### src/rtl/pll_reprog_pkg.sv
`timescale 1ns/1ps
package pll_reprog_pkg;

   typedef enum logic [3:0] {
      ST_IDLE,
      ST_CHECK,
      ST_BYPASS,
      ST_HOLD,
      ST_LOAD,
      ST_SETTLE,
      ST_RELEASE,
      ST_LOCKWAIT,
      ST_RUN
   } seq_state_e;

   localparam logic [1:0] MODE_BYPASS = 2'd0;
   localparam logic [1:0] MODE_RUN    = 2'd1;

endpackage

### src/rtl/pll_cfg_check.sv
`timescale 1ns/1ps
module pll_cfg_check #(
   parameter int REF_KHZ     = 24000,
   parameter int VCO_MIN_KHZ = 440000,
   parameter int VCO_MAX_KHZ = 2200000,
   parameter int OUT_MIN_KHZ = 27500,
   parameter int OUT_MAX_KHZ = 2200000,
   parameter int NR_W        = 6,
   parameter int NO_W        = 4,
   parameter int NF_W        = 13
) (
   input  logic [NR_W:0] nr,
   input  logic [NO_W:0] no,
   input  logic [NF_W:0] nf,
   output logic          legal
);

   localparam int PW = 64;

   logic          nr_fits, no_fits, nf_fits, no_parity_ok;
   logic [PW-1:0] vco_num, vco_lo, vco_hi, out_lo, out_hi, nr_no;
   logic          vco_ok, out_ok;

   // a value fits when it is nonzero and at most 2**W (so value-1 fits W bits)
   assign nr_fits = (nr != '0) && (!nr[NR_W] || (nr[NR_W-1:0] == '0));
   assign no_fits = (no != '0) && (!no[NO_W] || (no[NO_W-1:0] == '0));
   assign nf_fits = (nf != '0) && (!nf[NF_W] || (nf[NF_W-1:0] == '0));

   assign no_parity_ok = (no == (NO_W+1)'(1)) || !no[0];

   // range checks done by cross-multiplying, no division
   assign vco_num = PW'(REF_KHZ) * PW'(nf);
   assign vco_lo  = PW'(VCO_MIN_KHZ) * PW'(nr);
   assign vco_hi  = PW'(VCO_MAX_KHZ) * PW'(nr);
   assign nr_no   = PW'(nr) * PW'(no);
   assign out_lo  = PW'(OUT_MIN_KHZ) * nr_no;
   assign out_hi  = PW'(OUT_MAX_KHZ) * nr_no;

   assign vco_ok = (vco_num >= vco_lo) && (vco_num <= vco_hi);
   assign out_ok = (vco_num >= out_lo) && (vco_num <= out_hi);

   assign legal = nr_fits && no_fits && nf_fits && no_parity_ok && vco_ok && out_ok;

endmodule

### src/rtl/pll_field_pack.sv
`timescale 1ns/1ps
module pll_field_pack #(
   parameter int NR_W = 6,
   parameter int NO_W = 4,
   parameter int NF_W = 13,
   parameter int BW_W = 12
) (
   input  logic [NR_W:0]   nr,
   input  logic [NO_W:0]   no,
   input  logic [NF_W:0]   nf,
   output logic [NR_W-1:0] nr_f,
   output logic [NO_W-1:0] no_f,
   output logic [NF_W-1:0] nf_f,
   output logic [BW_W-1:0] bw_f
);

   localparam int HALF_W = NF_W;

   logic [HALF_W-1:0] nf_half;

   assign nf_half = HALF_W'(nf >> 1);

   assign nr_f = NR_W'(nr - 1'b1);
   assign no_f = NO_W'(no - 1'b1);
   assign nf_f = NF_W'(nf - 1'b1);

   generate
      if (BW_W >= HALF_W) begin : g_bw_wide
         assign bw_f = BW_W'(nf_half) - BW_W'(1);
      end else begin : g_bw_narrow
         logic [HALF_W-1:0] half_m1;
         assign half_m1 = nf_half - HALF_W'(1);
         assign bw_f    = half_m1[BW_W-1:0];
      end
   endgenerate

endmodule

### src/rtl/pll_us_timer.sv
`timescale 1ns/1ps
module pll_us_timer #(
   parameter int CNT_W = 8
) (
   input  logic             clk,
   input  logic             rst_n,
   input  logic             clr,
   input  logic             tick,
   output logic [CNT_W-1:0] count
);

   always_ff @(posedge clk or negedge rst_n) begin
      if (!rst_n)
         count <= '0;
      else if (clr)
         count <= '0;
      else if (tick)
         count <= count + CNT_W'(1);
   end

endmodule

### src/rtl/pll_reprog_seq.sv
`timescale 1ns/1ps
module pll_reprog_seq
   import pll_reprog_pkg::*;
#(
   parameter int REF_KHZ     = 24000,
   parameter int VCO_MIN_KHZ = 440000,
   parameter int VCO_MAX_KHZ = 2200000,
   parameter int OUT_MIN_KHZ = 27500,
   parameter int OUT_MAX_KHZ = 2200000,
   parameter int NR_W        = 6,
   parameter int NO_W        = 4,
   parameter int NF_W        = 13,
   parameter int BW_W        = 12,
   parameter int SETTLE_US   = 10,
   parameter int TMO_W       = 8
) (
   input  logic              clk,
   input  logic              rst_n,
   input  logic              start,
   input  logic [NR_W:0]     req_nr,
   input  logic [NF_W:0]     req_nf,
   input  logic [NO_W:0]     req_no,
   input  logic              lock_i,
   input  logic              us_tick,
   input  logic [TMO_W-1:0]  tmo_limit,
   output logic [NR_W-1:0]   nr_field,
   output logic [NO_W-1:0]   no_field,
   output logic [NF_W-1:0]   nf_field,
   output logic [BW_W-1:0]   bw_field,
   output logic              pll_rst,
   output logic [1:0]        mode,
   output logic              busy,
   output logic              done,
   output logic              err
);

   localparam int SET_W = $clog2(SETTLE_US + 1);
   localparam int CNT_W = (TMO_W > SET_W) ? TMO_W : SET_W;
   localparam logic [CNT_W-1:0] SETTLE_LAST = CNT_W'(SETTLE_US - 1);

   generate
      if (SETTLE_US < 1) begin : g_bad_settle
         $error("pll_reprog_seq: SETTLE_US must be at least 1");
      end
      if (VCO_MIN_KHZ > VCO_MAX_KHZ) begin : g_bad_vco
         $error("pll_reprog_seq: VCO range is empty");
      end
      if (OUT_MIN_KHZ > OUT_MAX_KHZ) begin : g_bad_out
         $error("pll_reprog_seq: output range is empty");
      end
      if (NR_W < 1 || NO_W < 1 || NF_W < 2 || BW_W < 1) begin : g_bad_width
         $error("pll_reprog_seq: field widths too small");
      end
   endgenerate

   seq_state_e state;

   logic [NR_W:0]    nr_q;
   logic [NO_W:0]    no_q;
   logic [NF_W:0]    nf_q;
   logic             cfg_legal;
   logic [NR_W-1:0]  nr_new;
   logic [NO_W-1:0]  no_new;
   logic [NF_W-1:0]  nf_new;
   logic [BW_W-1:0]  bw_new;
   logic             tmr_clr;
   logic [CNT_W-1:0] tmr_count;
   logic             settle_end;
   logic             tmo_hit;

   pll_cfg_check #(
      .REF_KHZ    (REF_KHZ),
      .VCO_MIN_KHZ(VCO_MIN_KHZ),
      .VCO_MAX_KHZ(VCO_MAX_KHZ),
      .OUT_MIN_KHZ(OUT_MIN_KHZ),
      .OUT_MAX_KHZ(OUT_MAX_KHZ),
      .NR_W       (NR_W),
      .NO_W       (NO_W),
      .NF_W       (NF_W)
   ) u_check (
      .nr   (nr_q),
      .no   (no_q),
      .nf   (nf_q),
      .legal(cfg_legal)
   );

   pll_field_pack #(
      .NR_W(NR_W),
      .NO_W(NO_W),
      .NF_W(NF_W),
      .BW_W(BW_W)
   ) u_pack (
      .nr  (nr_q),
      .no  (no_q),
      .nf  (nf_q),
      .nr_f(nr_new),
      .no_f(no_new),
      .nf_f(nf_new),
      .bw_f(bw_new)
   );

   // one counter serves both the settle wait and the lock timeout
   assign tmr_clr = (state == ST_LOAD) || (state == ST_RELEASE);

   pll_us_timer #(
      .CNT_W(CNT_W)
   ) u_timer (
      .clk  (clk),
      .rst_n(rst_n),
      .clr  (tmr_clr),
      .tick (us_tick),
      .count(tmr_count)
   );

   assign settle_end = us_tick && (tmr_count == SETTLE_LAST);
   assign tmo_hit    = (tmo_limit != '0) &&
                       (tmr_count == (CNT_W'(tmo_limit) - CNT_W'(1)));

   always_ff @(posedge clk or negedge rst_n) begin
      if (!rst_n) begin
         state    <= ST_IDLE;
         nr_q     <= '0;
         no_q     <= '0;
         nf_q     <= '0;
         nr_field <= '0;
         no_field <= '0;
         nf_field <= '0;
         bw_field <= '0;
         pll_rst  <= 1'b0;
         mode     <= MODE_BYPASS;
         done     <= 1'b0;
         err      <= 1'b0;
      end else begin
         case (state)
            ST_IDLE: begin
               if (start) begin
                  nr_q  <= req_nr;
                  no_q  <= req_no;
                  nf_q  <= req_nf;
                  done  <= 1'b0;
                  err   <= 1'b0;
                  state <= ST_CHECK;
               end
            end
            ST_CHECK: begin
               if (!cfg_legal) begin
                  err   <= 1'b1;
                  state <= ST_IDLE;
               end else begin
                  state <= ST_BYPASS;
               end
            end
            ST_BYPASS: begin
               mode  <= MODE_BYPASS;
               state <= ST_HOLD;
            end
            ST_HOLD: begin
               pll_rst <= 1'b1;
               state   <= ST_LOAD;
            end
            ST_LOAD: begin
               nr_field <= nr_new;
               no_field <= no_new;
               nf_field <= nf_new;
               bw_field <= bw_new;
               state    <= ST_SETTLE;
            end
            ST_SETTLE: begin
               if (settle_end)
                  state <= ST_RELEASE;
            end
            ST_RELEASE: begin
               pll_rst <= 1'b0;
               state   <= ST_LOCKWAIT;
            end
            ST_LOCKWAIT: begin
               if (us_tick) begin
                  if (lock_i) begin
                     state <= ST_RUN;
                  end else if (tmo_hit) begin
                     err   <= 1'b1;
                     state <= ST_IDLE;
                  end
               end
            end
            ST_RUN: begin
               mode  <= MODE_RUN;
               done  <= 1'b1;
               state <= ST_IDLE;
            end
            default: state <= ST_IDLE;
         endcase
      end
   end

   assign busy = (state != ST_IDLE);

endmodule

### config.mk
export PLATFORM = sky130hd
export DESIGN_NAME = pll_reprog_seq
export DESIGN_NICKNAME = d
export VERILOG_FILES = /design/src/rtl/pll_reprog_pkg.sv /design/src/rtl/pll_cfg_check.sv /design/src/rtl/pll_field_pack.sv /design/src/rtl/pll_us_timer.sv /design/src/rtl/pll_reprog_seq.sv
export SDC_FILE = /design/constraint.sdc
export NUM_CORES = 1
export LEC_CHECK = 0
export ABC_AREA = 1
export BUFFER_PORTS_ARGS = -buffer_cell sky130_fd_sc_hd__buf_2
export CELL_PAD_IN_SITES_DETAIL_PLACEMENT = 0
export CELL_PAD_IN_SITES_GLOBAL_PLACEMENT = 1
export CORE_UTILIZATION = 53
export DETAILED_ROUTE_END_ITERATION = 10
export PLACE_DENSITY_LB_ADDON = 0.25
export SLEW_MARGIN = 25
export SYNTH_ARGS = -nofsm -noshare
export SYNTH_HDL_FRONTEND = slang
export SYNTH_SLANG_ARGS = --single-unit
### constraint.sdc
create_clock -name clk -period 15.3 [get_ports clk]
set_clock_uncertainty 0.2 [all_clocks]
set_input_delay 3.06 -clock clk [delete_from_list [all_inputs] [get_ports clk]]
set_output_delay 3.06 -clock clk [all_outputs]
set_load 0.02 [all_outputs]
Word level (Yosys, flattened, before mapping):

Cells that the tools add are included.

* output and inout bits: 41
* bits of input ports: 39
* register bits: 78

* equal/unequal tests: 18
* multiplexer cells: 18
* $add $sub $neg: 6
* $mul: 6
* $lt $le $gt $ge: 4
* reductions and logical operators: 39

Operators by type and width (count)
* greater-or-equal comparator 29 x 64 -> 1 bit: 1
* less-or-equal comparator 29 x 64 -> 1 bit: 1
* case mux 4 bit (8 select lines): 1
* greater-or-equal comparator 29 x 26 -> 1 bit: 1
* less-or-equal comparator 29 bit: 1
* multiplier 16 x 12 -> 28 bit (first input constant): 1
* multiplier 13 x 12 -> 25 bit (first input constant): 1
* multiplier 16 x 7 -> 23 bit (first input constant): 1
* multiplier 9 x 14 -> 23 bit (first input constant): 1
* multiplier 13 x 7 -> 20 bit (first input constant): 1
* 2-to-1 mux 4 bit: 5
* == test 4 x 3 -> 1 bit (second input constant): 4
* 2-to-1 mux 8 bit: 2
* nonzero test 14 bit: 1
* zero test 13 bit: 1
* subtractor 13 x 1 -> 13 bit (second input constant): 1
* logical AND 1 bit: 12
* multiplier 7 x 5 -> 12 bit: 1
* inequality test 2 bit (second input constant): 6
* subtractor 12 x 1 -> 12 bit (second input constant): 1
* adder 8 x 1 -> 8 bit (second input constant): 1
* == test 4 x 2 -> 1 bit (second input constant): 2
* == test 8 x 4 -> 1 bit (second input constant): 1
* == test 8 bit: 1
* 25 further kinds: 42

Depth between registers and ports, before layout:

Gate-level depths: netlist of run 1.

* depth in word-level cells: 10
* mapped depth: 53

By module:

From an unflattened synthesis of run 1, not the netlist that was laid out.

* cell total of the unflattened synthesis: 2520
* area, all modules: 20255.7 µm²

By module, submodules not included
* pll_cfg_check: area an instance 15932.8 µm², cells an instance 2061, instances 1
* pll_reprog_seq: area an instance 3205.6 µm², cells an instance 281, instances 1
* pll_field_pack: area an instance 644.4 µm², cells an instance 118, instances 1
* pll_us_timer: area an instance 473.0 µm², cells an instance 60, instances 1

Worst setup path before layout of run 1:

Ideal clock, no wire load.

* path kind: register -> register
* start: reg nr_q[0]
* end: reg err
* required time: 14.983 ns
* clock period less this slack: 9.157 ns
* stages on the path, launching flop included: 43
* setup time: 0.117 ns
* path slack: 6.143 ns
* arrival: 8.840 ns
* path through: dfrtp_1 clkbuf_1 nand2_1 fa_1 fa_1 fa_1 inv_1 ha_1 nand2_1 nand2_1 nand2_1 nand2_1 a21oi_1 nor2_1 nor2_1 xnor2_1 ha_1 inv_1 [7 not listed] ha_1 a21oi_1 o21ai_0 a21oi_2 o21ai_1 a31oi_1 xor2_1 ha_1 nand2_1 nor4_1 nand4_1 and3_1 nand2_1 nand2_1 nand2_1 nand3_2 nand3_1 nand2_1

* word-level cells in the longest chain between the ends: 10

RTL lines
* start, declared: RTL line pll_reprog_seq.sv:58 `logic [NR_W:0] nr_q;`
* start signal, assigned: RTL line pll_reprog_seq.sv:137 `nr_q <= req_nr;`
* parallel branches: the longest is 7 deep, another holds less-or-equal comparator 29 x 64 -> 1 bit
* logical AND 1 bit (*): RTL line pll_cfg_check.sv:42 `assign legal = nr_fits && no_fits && nf_fits && no_parity_ok && vco_ok && out_ok;`
* inequality test 2 bit (no line) (*)
* AND reduction 6 bit (no line) (*)
* end signal, assigned: RTL line pll_reprog_seq.sv:132 `err <= 1'b0;`
* end signal, assigned: RTL line pll_reprog_seq.sv:141 `err <= 1'b0;`
* end signal, assigned: RTL line pll_reprog_seq.sv:147 `err <= 1'b1;`
* end, declared: RTL line pll_reprog_seq.sv:34 `output logic err`

Mark *: on every way between the ends.
A chain may end at the register's enable or synchronous reset.

Worst setup path in the final report of run 1:

* start: reg nr_q[3]
* end: reg err

The elaborated chain is that of the path after synthesis.

==> reports/qor.txt, run 1 <==
status: finished clean
RSZ-0062 raised after global routing: false
relative slew slack: 20.6%
crit path to: err
syn avg cell area: 7.98 um^2
Startpoint Class: register
Worst R2R Path Depth: 44
fmax: 0.0987 GHz
Worst-Skew Late Latency: 0.36 ns
final hold violations: 0
fin util: 57.5%
Crit. Startpoint: nr_q[3]
first-pass GRT wire length: 81,100 um
TritonCTS clock tree: built
Fin Setup TNS: 0 ns
Final Cycle Share: 66.2%
Die ar.: 36,900 um^2
Finish-stage setup viols: 0
worst reg2reg startpoint: nr_q[3]
CP peak stage delay: 0.77 ns
site row count: 69
cell at the slowest stage of the critical path: dfrtp_1
layout cell share with drive strength beyond 1: 5.38%
reg-to-reg slack, setup: 5.17 ns
top post-synthesis cells by area: ha_1 (28%), fa_1 (21%), inv_1 (11%)
GRT Total Usage: 28.6%
count of mapped cells out of synthesis: 2,397
Die Ht: 192 um
ant diodes: 0
DRC violations left: 0
Root Driver: clkbuf_16
PostCTS Resize Cnt: 0
Synth Register Bits: 77
Core Area: 35,600 um^2
Hold Slack: 0.278 ns
die width: 192 um
dpl hpwl: 43,100 um
reg-to-reg endpoint: err
HP Class: reg -> reg
max-slew violations: 0
most frequent CP cell: nand2_1
Avg WL per Cell: 17.0 um
Worst Path Required: 15.34 ns
commonest cells in the netlist: inv_1 (551), ha_1 (433), nand2_1 (424)
number of synthesized flops with an enable pin: 0
Setup CP Type: reg -> reg
Synth area leader: ha_1
crit path capture type: register
vias per cell: 5.24
Hold Startpoint: bw_field[2]
postcts setup bufs: 0
final WL: 49,800 um
layout net count: 3,137
crit path max fanout: 15
YS warnings: 0
ANT nets after route: 0
Iter 0 DRT Violations: 797
Seq/Total Area, Yosys: 10.1%
GPL Wtd Cong: 0.967
synth unique cells: 48
TritonCTS Sinks: 77
Clock Path Buffers: 2
Worst Tran Pin Value: 1.18 ns
Clock transition at path regs: 0.07 ns
CTS H-tree lvls: 3
most used flip-flop cell after synthesis: dfrtp_1
CTS buffer count: 9
DR pass1 iterations: 5
I/O pins: 80
Syn Nets: 3,067
GRT overflow: 0
vias in the first global route: 15,700
Buffers on Ports: 78
initial core utilization: 53.8%
Worst Path Arrival: 10.17 ns
Post-synth ARST share: 100%
initial antenna violation count: 0
vias after detailed routing: 15,400
Mapped Area: 19,100 um^2
top-count cell post-synth: inv_1
minimum clock period after layout: 10.13 ns
post-layout worst setup margin: 5.17 ns
pre-CTS setup slack: 5.26 ns
largest net degree at the start of global routing: 78
cts hold-fix bufs: 0
Max-Cap Viols: 0
post-synth top area share: 28.3%
synth-to-layout area growth: 6.90%
## cell type report
class / count / area, um^2
fillers: 3350 / 15100
inverters: 551 / 2070
repair buffers: 84 / 462
clock buffers: 10 / 239
well taps: 461 / 577
multi-input cells: 1744 / 15100
clock inverters: 6 / 92.6
flip-flops and latches: 77 / 1930
## cells by family (layout without fill, tap and decap cells)
group | after synthesis | count (layout) | synth area share (%)
and+or+nand+nor | 675 | 675 | 14.5
adders and majority gates | 631 | 631 | 49.0
buffers and inverters | 576 | 651 | 11.3
AOI/OAI and AO/OA | 297 | 297 | 8.45
xor gates and xnor gates | 138 | 138 | 6.45
DFF | 77 | 77 | 10.1
muxes | 2 | 2 | 0.111
other | 1 | 1 | 0.0196
## sequential cells by signal, indices dropped and copies added, names as in the netlist
| name | count |
|---|---|
| u_timer.count | 8 |
| nr_field | 6 |
| done | 1 |
| err | 1 |
| bw_field | 12 |
| pll_rst | 1 |
| nf_field | 13 |
| no_field | 4 |
| no_q | 5 |
| nr_q | 7 |
| mode | 1 |
| nf_q | 14 |
| state | 4 |
## worst max-delay path, delay by kind of cell, from the launching register on
family          cells  cell delay (ns)
xor+xnor            2             0.85
simple gates       20             2.11
compound gates      6             0.91
buf+inv             5             0.32
flops               1             0.77
fa+ha+maj          11             4.83
## stage by stage
stage,instances,instance area (um^2)
floorplan,2397,19100
global placement,2916,20100
detailed placement,2917,20100
CTS,2933,20500
global route,2933,20500
finish,2933,20500
## worst min path at each step
| stage | end | slack, ns | cells after the start |
|---|---|---|---|
| 3_3_place_gp | bw_field[5] | 0.26 | 2 |
| 5_1_grt | bw_field[2] | 0.29 | 2 |
| 2_1_floorplan | u_timer.count[7] | 0.28 | 1 |
| 6_report | bw_field[2] | 0.28 | 2 |
| 4_1_cts | bw_field[2] | 0.28 | 2 |
| 3_5_place_dp | bw_field[2] | 0.26 | 2 |
## placed cells by master (no fill, tap or decap), types with 51 or more instances in the layout
cell type / count
nand3_1: 54
inv_1: 551
ha_1: 433
buf_2: 77
dfrtp_1: 77
nand2_1: 423
xor2_1: 80
xnor2_1: 51
a21oi_1: 133
fa_1: 198
o21ai_0: 100
nor2_1: 122
## per-layer routing
layer,wire length (um),track usage (%),up-vias
li1,-,-,7703
met1,23100,39.1,7247
met2,23000,47.8,343
met3,2410,2.81,72
met4,1270,8.00,0
met5,0,0,-
Power of run 1 is not shown: default switching activity piles up to over one toggle a cycle in this logic, so the estimate is an artifact.
==> run 2: changes to the inputs <==
- ABC_AREA: 1 -> 0
- CORE_UTILIZATION: 53 -> 51
- clock period: 15.3 -> 9.6 ns (I/O delays scaled with it)
==> run 2 against run 1 <==
Net effect:
- the run now ends with setup timing left
- first-iteration DRC count decreased by 4.9%
- synthesized cell count is 13% lower
- register-to-register slack worse by 5.5 ns
- worst setup slack worse by 5.5 ns
- final cell count down 5.7%
- sequential share of layout area is 0.39 points lower
- via count down 1.6%
- global-route usage is 1.6 points lower
- sequential cell count stayed put
- critical endpoint is now state[1]
- largest cell class unchanged
==> reports/qor.txt, run 2 <==
Synth area leader: ha_1
relative slew slack: 27.1% (+6.5 points)
minimum clock period after layout: 9.93 ns (-0.199 ns)
Root Driver: clkbuf_16
crit path capture type: register
layout cell share with drive strength beyond 1: 15.2% (+9.9 points)
fmax: 0.101 GHz (+2.0%)
most used flip-flop cell after synthesis: dfrtp_1
I/O pins: 80 (unchanged)
number of synthesized flops with an enable pin: 0 (unchanged)
cell at the slowest stage of the critical path: fa_1
initial antenna violation count: 0 (unchanged)
Die ar.: 37,600 um^2 (+1.9%)
dpl hpwl: 42,300 um (-1.8%)
Setup CP Type: reg -> reg
most frequent CP cell: fa_1
commonest non-fill, non-tap cells in the layout: ha_1 (422), inv_1 (418), fa_1 (195)
Top delay family on crit path: adder cells
Max-Cap Viols: 0 (unchanged)
Worst R2R Path Depth: 40 (-9.1%)
Worst Tran Pin Value: 1.09 ns (-0.0972 ns)
Die Ht: 194 um (+0.94%)
Finish-stage setup viols: 2 (+2)
max-slew violations: 0 (unchanged)
final hold violations: 0 (unchanged)
initial core utilization: 52.3% (-1.5 points)
layout net count: 2,969 (-5.4%)
Final Cycle Share: 103% (+37 points)
CTS H-tree lvls: 3 (unchanged)
post-synth top area share: 28.9% (+0.56 points)
Mapped Area: 18,800 um^2 (-1.9%)
CTS buffer count: 9 (unchanged)
count of mapped cells out of synthesis: 2,079 (-13%)
synth unique cells: 70 (+46%)
top-count cell post-synth: ha_1
Bufs and invs on worst path: 6 (+1)
DR pass1 iterations: 5 (unchanged)
most common cell after layout, fill and taps aside: ha_1
biggest regs: nf_q (14), nf_field (13), bw_field (12)
Fin Setup TNS: -0.418 ns (-0.418 ns)
Largest Register: nf_q
vias per cell: 5.47 (+4.4%)
YS warnings: 0 (unchanged)
largest net degree at the start of global routing: 65 (-17%)
die width: 194 um (+0.94%)
crit path max fanout: 4 (-11)
area of the multi-input gates: 15,500 um^2 (+2.4%)
Worst Path Required: 9.64 ns (-5.70 ns)
DRC violations left: 0 (unchanged)
CP peak stage delay: 0.57 ns (-0.20 ns)
Cells on Worst Hold Path: 2 (unchanged)
Core Area: 35,900 um^2 (+0.97%)
ant diodes: 0 (unchanged)
FF+latch area: 1930 um^2 (+0.32%)
Clock transition at path regs: 0.07 ns (about the same)
Post-synth ARST share: 100% (unchanged)
failing checks: setup timing
Seq/Total Area, Yosys: 10.3% (+0.20 points)
TritonCTS Sinks: 77 (unchanged)
Syn Nets: 2,749 (-10%)
ANT nets after route: 0 (unchanged)
Startpoint Class: register
site row count: 69 (unchanged)
cts hold-fix bufs: 0 (unchanged)
Iter 0 DRT Violations: 758 (-4.9%)
Clock Path Buffers: 2 (unchanged)
Avg WL per Cell: 17.8 um (+4.9%)
syn avg cell area: 9.03 um^2 (+13%)
Buffers on Ports: 78 (unchanged)
first-pass GRT wire length: 80,400 um (-0.87%)
status: complete, but fails checks
vias after detailed routing: 15,100 (-1.6%)
post-layout worst setup margin: -0.329 ns (-5.50 ns)
final WL: 49,200 um (-1.1%)
synth-to-layout area growth: 14.1%
max FFs per register: 14 (unchanged)
GRT Total Usage: 27.0% (-1.6 points)
top post-synthesis cells by area: ha_1 (29%), fa_1 (21%), dfrtp_1 (10%)
FILL cells: 3,206 (-4.3%)
GPL Wtd Cong: 0.919 (-4.9%)
Synth Register Bits: 77 (unchanged)
Worst-Skew Late Latency: 0.36 ns (about the same)
WP depth: 40 (-9.1%)
commonest cells in the netlist: ha_1 (433), inv_1 (423), fa_1 (198)
vias in the first global route: 15,500 (-1.4%)
TritonCTS clock tree: built
HP Class: reg -> reg
Worst Path Arrival: 9.97 ns (-0.20 ns)
RSZ-0062 raised after global routing: true
GRT overflow: 0 (unchanged)
run 2: changes by cell type after synthesis, sizes merged, moves of 22 or more:
cell	previous run	this run
nor2b	0	26
a21o	9	40
xnor2	53	90
nand3	56	34
o21ai	111	68
inv	551	423
nand2	428	90
mux2	1	26
xor2	85	48
run 2: layer usage:
layer  up-vias  GRT usage [%]  part of all wire [%]
li1       7392              -                     -
met1      7366           36.9                    46
met2       302           45.3                    47
met3        63           2.70                   4.0
met4         0           7.88                   2.6
met5         -              0                     0
run 2: metrics by stage:
step                setup slack, ns  hold slack (ns)  util [%]  instances  cell area (um^2)
floorplan                    0.0115            0.348         -       2079             18900
global placement             -0.343            0.258      58.2       2740             20900
detailed placement           -0.445            0.274      58.2       2740             20900
CTS                          -0.242            0.289      59.3       2759             21300
global route                 -0.710            0.302      59.6       2765             21400
finish                       -0.329            0.280      59.6       2765             21400
run 2: cell families after synthesis:
group / Yosys count / synth area share (%)
and+or+nand+nor: 407 / 10.6
AOI/OAI and AO/OA: 347 / 12.0
adders and majority gates: 631 / 50.0
buffers and inverters: 450 / 9.03
DFF: 77 / 10.3
xor gates and xnor gates: 138 / 6.44
other: 1 / 0.0200
muxes: 28 / 1.67
run 2: final timing paths:
check	slack, ns	start	endpoint
max in group asynchronous	6.86	rst_n	nr_q[4]
worst max-delay path	-0.33	no_q[4]	state[1]
worst max register to register	-0.33	no_q[4]	state[1]
min in group asynchronous	1.19	rst_n	nf_field[11]
worst min-delay path	0.28	bw_field[0]	bw_field[0]
worst min register to register	0.28	bw_field[0]	bw_field[0]
run 2: cell type report:
class / count / area share (%)
inverters: 425 / 7.45
clock buffers: 10 / 1.12
flip-flops and latches: 77 / 9.03
well taps: 461 / 2.69
repair buffers: 234 / 7.30
clock inverters: 6 / 0.251
multi-input cells: 1552 / 72.2
run 2: repair_timing:
item	CTS	global route
resized for setup	14	18
pin swaps	18	32
endpoints found under the setup margin	2	2
buffers inserted	3	6
run 2: worst register-to-register path: cells and delay by family (launching register included):
| family | cells | cell delay, ns |
|---|---|---|
| fa+ha+maj | 11 | 4.67 |
| xor+xnor | 2 | 0.27 |
| compound gates | 15 | 2.79 |
| simple gates | 6 | 0.80 |
| buf+inv | 6 | 0.67 |
| flops | 1 | 0.42 |
Power of run 2 is left out for the same reason.
==> run 3: changes to the inputs <==
- BUFFER_PORTS_ARGS: -buffer_cell sky130_fd_sc_hd__buf_2 -> default
- CORE_UTILIZATION: 51 -> 52
- DONT_BUFFER_PORTS: default -> 1
==> run 3 against run 2 <==
Net effect:
- the run still ends with setup timing left
- first-iteration DRC count fell by 1.6%
- largest cell class unchanged
- critical path type unchanged
- final cell count fell by 2.1%
- final area fell by 0.88%
==> reports/qor.txt, run 3 (synthesis results as in run 2) <==
status: complete, but fails checks
failing checks: setup timing
Worst Path Arrival: 10.00 ns (+0.03 ns)
Die ar.: 36,900 um^2 (-1.9%)
Max-Cap Viols: 0 (unchanged)
ant diodes: 0 (unchanged)
vias in the first global route: 14,900 (-3.6%)
most common cell after layout, fill and taps aside: ha_1
synth-to-layout area growth: 13.1%
dpl hpwl: 41,800 um (-1.3%)
Die Ht: 192 um (-0.96%)
biggest regs: nf_q (14), nf_field (13), bw_field (12)
layout net count: 2,911 (-2.0%)
placed insts: 2,674 (-2.4%)
GRT overflow: 0 (unchanged)
cell at the slowest stage of the critical path: fa_1
HP Class: reg -> reg
Hold Slack: 0.411 ns (+0.131 ns)
Bufs and invs on worst path: 11 (+5)
commonest non-fill, non-tap cells in the layout: ha_1 (423), inv_1 (418), fa_1 (195)
Root Driver: clkbuf_16
Buffers on Ports: 0 (-100%)
ANT nets after route: 0 (unchanged)
max FFs per register: 14 (unchanged)
fin util: 59.7% (about the same)
Worst Tran Pin Value: 1.08 ns (-0.00707 ns)
GRT Total Usage: 27.6% (+0.59 points)
cts hold-fix bufs: 0 (unchanged)
Top delay family on crit path: adder cells
I/O pins: 80 (unchanged)
most frequent CP cell: buf_4
DRC violations left: 0 (unchanged)
site row count: 69 (unchanged)
max-slew violations: 0 (unchanged)
relative slew slack: 27.6% (+0.47 points)
vias per cell: 5.50 (+0.51%)
minimum clock period after layout: 9.97 ns (+0.0412 ns)
CTS buffer count: 9 (unchanged)
TritonCTS clock tree: built
Worst Path Required: 9.63 ns (about the same)
Finish-stage setup viols: 2 (unchanged)
Iter 0 DRT Violations: 746 (-1.6%)
die width: 192 um (-0.96%)
FILL cells: 3,177 (-0.90%)
initial antenna violation count: 0 (unchanged)
fin cells: 2,706 (-2.1%)
pre-CTS setup slack: -0.690 ns (-0.246 ns)
vias after detailed routing: 14,900 (-1.6%)
fmax: 0.100 GHz (-0.41%)
final WL: 49,500 um (+0.62%)
Largest Register: nf_q
final hold violations: 0 (unchanged)
Final Cycle Share: 104% (+0.43 points)
CTS H-tree lvls: 3 (unchanged)
first-pass GRT wire length: 78,100 um (-2.8%)
DR pass1 iterations: 4 (-1)
RSZ-0062 raised after global routing: true
layout cell share with drive strength beyond 1: 13.1% (-2.1 points)
crit path capture type: register
TritonCTS Sinks: 77 (unchanged)
Clock transition at path regs: 0.07 ns (about the same)
Clock Path Buffers: 2 (unchanged)
crit path max fanout: 6 (+2)
CP peak stage delay: 0.54 ns (-0.03 ns)
Core Area: 35,600 um^2 (-0.96%)
Avg WL per Cell: 18.3 um (+2.8%)
largest net degree at the start of global routing: 78 (+20%)
Startpoint Class: register
GPL Wtd Cong: 0.931 (+1.2%)
initial core utilization: 52.8% (+0.51 points)
post-layout worst setup margin: -0.370 ns (-0.0412 ns)
Worst-Skew Late Latency: 0.36 ns (about the same)
Setup CP Type: reg -> reg
-- run 3: cell types whose count changed in the layout (fill, tap and decap cells not counted), moves of 2 or more --
cell / change
xnor2_4: +2
nor2_1: -3
buf_2: -77
xnor2_1: -2
buf_4: +19
nor2_2: +3
-- run 3: worst paths after layout --
path | depth (start not counted) | end | slack [ns] | startpoint
setup / recovery | 43 | state[1] | -0.37 | no_q[2]
hold / removal | 2 | u_timer.count[7] | 0.41 | u_timer.count[7]
hold reg to reg | 2 | u_timer.count[7] | 0.41 | u_timer.count[7]
min in group asynchronous | 0 | nf_q[10] | 1.05 | rst_n
max in group asynchronous | 0 | nr_q[0] | 8.00 | rst_n
setup reg to reg | 43 | state[1] | -0.37 | no_q[2]
-- run 3: metal layers --
metal | GRT usage, % | part of all wire, % | up-vias
li1 | - | - | 7272
met1 | 37.7 | 46 | 7218
met2 | 45.9 | 47 | 332
met3 | 2.94 | 4.3 | 54
met4 | 7.57 | 2.0 | 0
met5 | 0 | 0 | -
-- run 3: metrics by stage --
step           cell area (um^2)  TNS, ns
3_5_place_dp              20600    -1.16
3_3_place_gp              20600   -0.659
4_1_cts                   21100   -0.260
6_report                  21200   -0.565
2_1_floorplan             18900        0
5_1_grt                   21200    -1.08
-- run 3: layout make-up --
cell class / instances / area, um^2 / share of cell area, %
repair buffers: 176 / 1320 / 6.22
flip-flops and latches: 77 / 1930 / 9.11
clock buffers: 10 / 239 / 1.13
well taps: 461 / 577 / 2.72
multi-input cells: 1552 / 15500 / 73.0
inverters: 425 / 1600 / 7.52
clock inverters: 5 / 60.1 / 0.283
-- run 3: timing repair --
action | CTS | global route
pin swaps | 28 | 28
gates resized for setup | 23 | 14
setup endpoints to repair | 2 | 2
buffers inserted | 9 | 8
hold endpoints to repair | 0 | 0
-- run 3: worst register-to-register path, delay by kind of cell (launching register included) --
family | cells | cell delay (ns)
fa+ha+maj | 11 | 4.39
compound gates | 8 | 1.64
simple gates | 10 | 1.46
buf+inv | 11 | 1.26
xor+xnor | 3 | 0.48
flops | 1 | 0.44
Power of run 3 is left out for the same reason.
